$ cat config.mk
export PLATFORM = sky130hd
export DESIGN_NAME = acc_guard
export DESIGN_NICKNAME = d
export VERILOG_FILES = /design/src/rtl/acc_pkg.sv /design/src/rtl/acc_qualifier.sv /design/src/rtl/acc_hold_timer.sv /design/src/rtl/acc_fsm.sv /design/src/rtl/acc_guard.sv
export SDC_FILE = /design/constraint.sdc
export NUM_CORES = 1
export LEC_CHECK = 0
export ABC_AREA = 1
export BUFFER_PORTS_ARGS = -buffer_cell sky130_fd_sc_hd__buf_2
export CAP_MARGIN = 15
export CORE_UTILIZATION = 27
export CTS_CLUSTER_SIZE = 16
export DETAILED_ROUTE_END_ITERATION = 7
export GPL_ROUTABILITY_DRIVEN = 0
export MAX_ROUTING_LAYER = met4
export RECOVER_POWER = 50
export SETUP_SLACK_MARGIN = 0.3
export SYNTH_ARGS = -nofsm -noshare
export SYNTH_HDL_FRONTEND = slang
export SYNTH_SLANG_ARGS = --single-unit
$ cat constraint.sdc
create_clock -name clk -period 1.4 [get_ports clk]
set_input_delay 0.42 -clock clk [delete_from_list [all_inputs] [get_ports clk]]
set_output_delay 0.42 -clock clk [all_outputs]
set_load 0.01 [all_outputs]
$ cat src/rtl/acc_pkg.sv
package acc_pkg;
  typedef enum logic {
    ST_NORMAL  = 1'b0,
    ST_LATCHED = 1'b1
  } acc_state_e;
endpackage

$ cat src/rtl/acc_qualifier.sv
module acc_qualifier (
  input  logic chg_below,
  input  logic dsg_on,
  input  logic odis,
  input  logic zv_chg_en,
  output logic armed,
  output logic zv_priority
);
  always_comb begin
    zv_priority = zv_chg_en & odis;
    armed       = chg_below & dsg_on & ~zv_priority;
  end
endmodule

$ cat src/rtl/acc_hold_timer.sv
module acc_hold_timer #(
  parameter int DELAY_TICKS = 2000
) (
  input  logic clk,
  input  logic rst,
  input  logic run,
  input  logic tick,
  output logic expired
);
  localparam int W = (DELAY_TICKS < 2) ? 1 : $clog2(DELAY_TICKS);
  localparam logic [W-1:0] LAST = W'(DELAY_TICKS - 1);

  logic [W-1:0] cnt;

  always_ff @(posedge clk) begin
    if (rst || !run) begin
      cnt <= '0;
    end else if (tick) begin
      if (cnt == LAST) cnt <= '0;
      else             cnt <= cnt + 1'b1;
    end
  end

  always_comb expired = run & tick & (cnt == LAST);
endmodule

$ cat src/rtl/acc_fsm.sv
module acc_fsm
  import acc_pkg::*;
(
  input  logic clk,
  input  logic rst,
  input  logic expired,
  input  logic chg_below,
  input  logic zv_priority,
  output logic normal,
  output logic chg_en,
  output logic fault
);
  acc_state_e state;

  always_ff @(posedge clk) begin
    if (rst) begin
      state  <= ST_NORMAL;
      chg_en <= 1'b1;
      fault  <= 1'b0;
    end else begin
      case (state)
        ST_NORMAL: begin
          if (expired) begin
            state  <= ST_LATCHED;
            chg_en <= 1'b0;
            fault  <= 1'b1;
          end
        end
        default: begin
          if (zv_priority || !chg_below) begin
            state  <= ST_NORMAL;
            chg_en <= 1'b1;
            fault  <= 1'b0;
          end
        end
      endcase
    end
  end

  always_comb normal = (state == ST_NORMAL);
endmodule

$ cat src/rtl/acc_guard.sv
module acc_guard #(
  parameter int DELAY_TICKS = 2000
) (
  input  logic clk,
  input  logic rst,
  input  logic tick,
  input  logic chg_below,
  input  logic dsg_on,
  input  logic odis,
  input  logic zv_chg_en,
  output logic chg_en,
  output logic fault
);
  logic armed, zv_priority, normal, expired;

  acc_qualifier u_qual (
    .chg_below   (chg_below),
    .dsg_on      (dsg_on),
    .odis        (odis),
    .zv_chg_en   (zv_chg_en),
    .armed       (armed),
    .zv_priority (zv_priority)
  );

  acc_hold_timer #(.DELAY_TICKS(DELAY_TICKS)) u_timer (
    .clk     (clk),
    .rst     (rst),
    .run     (armed & normal),
    .tick    (tick),
    .expired (expired)
  );

  acc_fsm u_fsm (
    .clk         (clk),
    .rst         (rst),
    .expired     (expired),
    .chg_below   (chg_below),
    .zv_priority (zv_priority),
    .normal      (normal),
    .chg_en      (chg_en),
    .fault       (fault)
  );
endmodule

==> flow_summary.yaml <==
run_status:
  outcome: "complete, no violations"
routing:
  drt_iter0_drc: 11
  wl_per_cell_um: 9.314
  drt_wl_total_um: 1276
  drt_pass1_iterations: 4
  remaining_drc_errors: 0
  viasPerCell: 4.460
  ant_nets: 0
  vias: 611
floorplanning:
  start_util_pct: 29.36
  fp.dieH_um: 51.75
  io_pins: 9
  coreArea_mm2: 0.002276
  rows: 17
  die_x_um: 51.75
  die_area_mm2: 0.002678
synthesis:
  ys_types: 20
  syn_area_um2: 668.1
  syn_nets: 103
  postSynthAreaPerCell_um2: 7.033
  syn_inst: 95
  synth_area_leaders: "dfxtp_1 42%, nand2_1 13%, nor2_1 9.0%"
  yosysWarningCount: 0
  yosysSeqAreaShare_pct: 41.95
  synth.top_cell.area_share_pct: 41.95
  ys_ff_latch: 14
  yosysTopAreaCell: "dfxtp_1"
cts:
  cts_buffers: 3
  tritoncts: "built"
  cts-htree-levels: 1
  cts_buffer_depth: 2
  clk_pin_slew_ns: 0.09
  clock_latency_ns: 0.28
  cts_root_buf: "clkbuf_4"
  numClockSinks: 14
critical_path:
  critPathRequiredTime_ns: 1.58
  path_cells: "nand2_1 -> nor2_1 -> nand2_2 -> nor2_4 -> nand3_1 -> nand2_1 -> nor2_1"
  crit_slowest_cell: "dfxtp_1"
  slowest_delay_ns: 0.40
  start_kind: "register"
  cpLargestDelayFamily: "simple AND/OR/NAND/NOR gates"
  r2r_cells: 7
  cp.depth: 7
  crit_fanout: 3
  crit_type: "register to register"
  endpoint_kind: "register"
  crit_buf_inv: 0
  cp.arrival_ns: 1.40
timing:
  skew_ns: 0.002559
  fin_tns_setup_ns: 0
  hold_ws_ns: 0.4027
  period_share_pct: 86.62
  slew_viol_final: 0
  timing.fmax_ghz: 0.8246
  relSlewSlack_pct: 83.83
  finalSetupViolCount: 0
  worst_slew_pin_slew_ns: 0.2417
  min_period_ns: 1.213
  rsz0062_at_grt: "yes"
  hold_viol_final: 0
placement:
  dp_hpwl_um: 940.9
  io_buffers: 8
  place_area_um2: 758.2
cells_and_area:
  drive_above_1_share_pct: 33.94
  final_cell_area_um2: 878.3
  syn2layout_area_growth_pct: 31.46
  final_common_cell: "nand2_1"
  diodes: 0
  multiInputGateArea_um2: 401.6
  regArea_um2: 290.3
  final_nets: 118
  fillCellCount: 242
  final_cell_mix: "21 x nand2_1, 14 x nor2_1, 9 x inv_1, 8 x dfxtp_1"
power:
  power.density_mw_per_mm2: 833.7
  power_frac_seq_pct: 54.4
  combPwrFrac_pct: 4.8
  ir_drop_v: 0.0003806
  switching_share_pct: 22.06
  p_switching_mw: 0.1615
  p_clk_share_pct: 40.9
  p_int_mw: 0.5707
  leakagePower_nw: 0.3377
grt:
  grt_pass1_vias: 492
  grtUsageTotal_pct: 10.06
  grt_max_degree: 9
  grt_overflow: 0
  grt_first_pass_wirelength_um: 1890
  antenna_found_initial: 0
min_path:
  holdCritPathClass: "input pin to register"
  hold_depth: 2
flow_run:
  max_cap_violations: 0
## path summary, 6_finish.rpt
kind,start,end,slack (ns)
setup / recovery,u_timer.cnt[1],u_timer.cnt[9],0.19
hold / removal,rst,u_fsm.fault,0.40
setup reg to reg,u_timer.cnt[1],u_timer.cnt[9],0.19
hold reg to reg,u_timer.cnt[4],u_timer.cnt[4],0.48
## cells by family (layout without fill, tap and decap cells)
family                   count (synthesis)  after routing  share of synthesized area [%]
flip-flops                              14             14                          41.95
AND/OR/NAND/NOR                         60             60                          41.76
AO/OA/AOI/OAI                            6              6                          4.869
multiplexers                             1              1                          1.498
adder cells (fa/ha/maj)                  1              1                          1.872
XOR/XNOR                                 1              1                          1.311
buffers and inverters                   12             26                          6.741
## state kept, by name, summed over array words and instances, names as in the netlist
name	cells
u_fsm.chg_en	1
u_fsm.fault	1
u_fsm.state	1
u_timer.cnt	11
## metrics by stage
step	power (mW)	setup slack (ns)	instances	utilization (%)
floorplan	0.4232	0.3272	95	-
global placement	0.4366	0.05725	131	33.32
detailed placement	0.4369	0.03711	131	33.32
CTS	0.7329	0.2418	137	36.89
global route	0.7532	0.1172	137	38.59
finish	0.7322	0.1873	137	38.59
## what timing repair did
item,4_1_cts,5_1_grt
buffers inserted,2,0
hold endpoints to repair,0,0
gates cloned,0,0
pin swaps,1,6
hold buffers,0,0
setup endpoints to repair,9,14
gates resized for setup,11,15
## cell usage after synthesis
master	instances
dfxtp_1	14
nor3_1	1
nor3b_1	2
ha_1	1
nand4_1	1
o21ai_0	1
xor2_1	1
inv_1	12
nor2_2	2
o21bai_1	1
nand3b_1	1
nor2_4	1
nor2_1	16
nand2_1	23
and2_1	1
nand2_2	3
a21oi_1	4
mux2i_1	1
nand3_1	8
nor3_2	1
## worst register-to-register path: stages (launching register included)
cell     delay [ns]
dfxtp_1        0.40
nand2_1        0.07
nor2_1         0.22
nand2_2        0.13
nor2_4         0.11
nand3_1        0.07
nand2_1        0.07
nor2_1         0.04
## final cells by class
class,instances,share of cell area [%]
Clock buffer,4,4.131
Sequential cell,14,33.05
Inverter,12,5.413
Multi-Input combinational cell,69,45.73
Tap cell,28,3.989
Timing Repair Buffer,10,7.692
## power groups by stage
stage / Combinational (mW) / Clock [mW] / Sequential (mW)
6_report: 0.0348 / 0.299 / 0.398
5_1_grt: 0.0389 / 0.316 / 0.398
4_1_cts: 0.0315 / 0.302 / 0.400
3_5_place_dp: 0.0278 / 0 / 0.409
3_3_place_gp: 0.0275 / 0 / 0.409
2_1_floorplan: 0.0142 / 0 / 0.409
## layer usage
metal / GRT usage, % / vias up / share of wire (%) / wire length (um)
li1: - / 328 / - / -
met1: 12.21 / 268 / 48 / 614
met2: 15.15 / 12 / 46 / 582
met3: 2.632 / 3 / 4.6 / 59
met4: 5.405 / 0 / 1.5 / 19
met5: - / - / 0 / 0
Note: power is estimated with default switching activity, not from simulation.
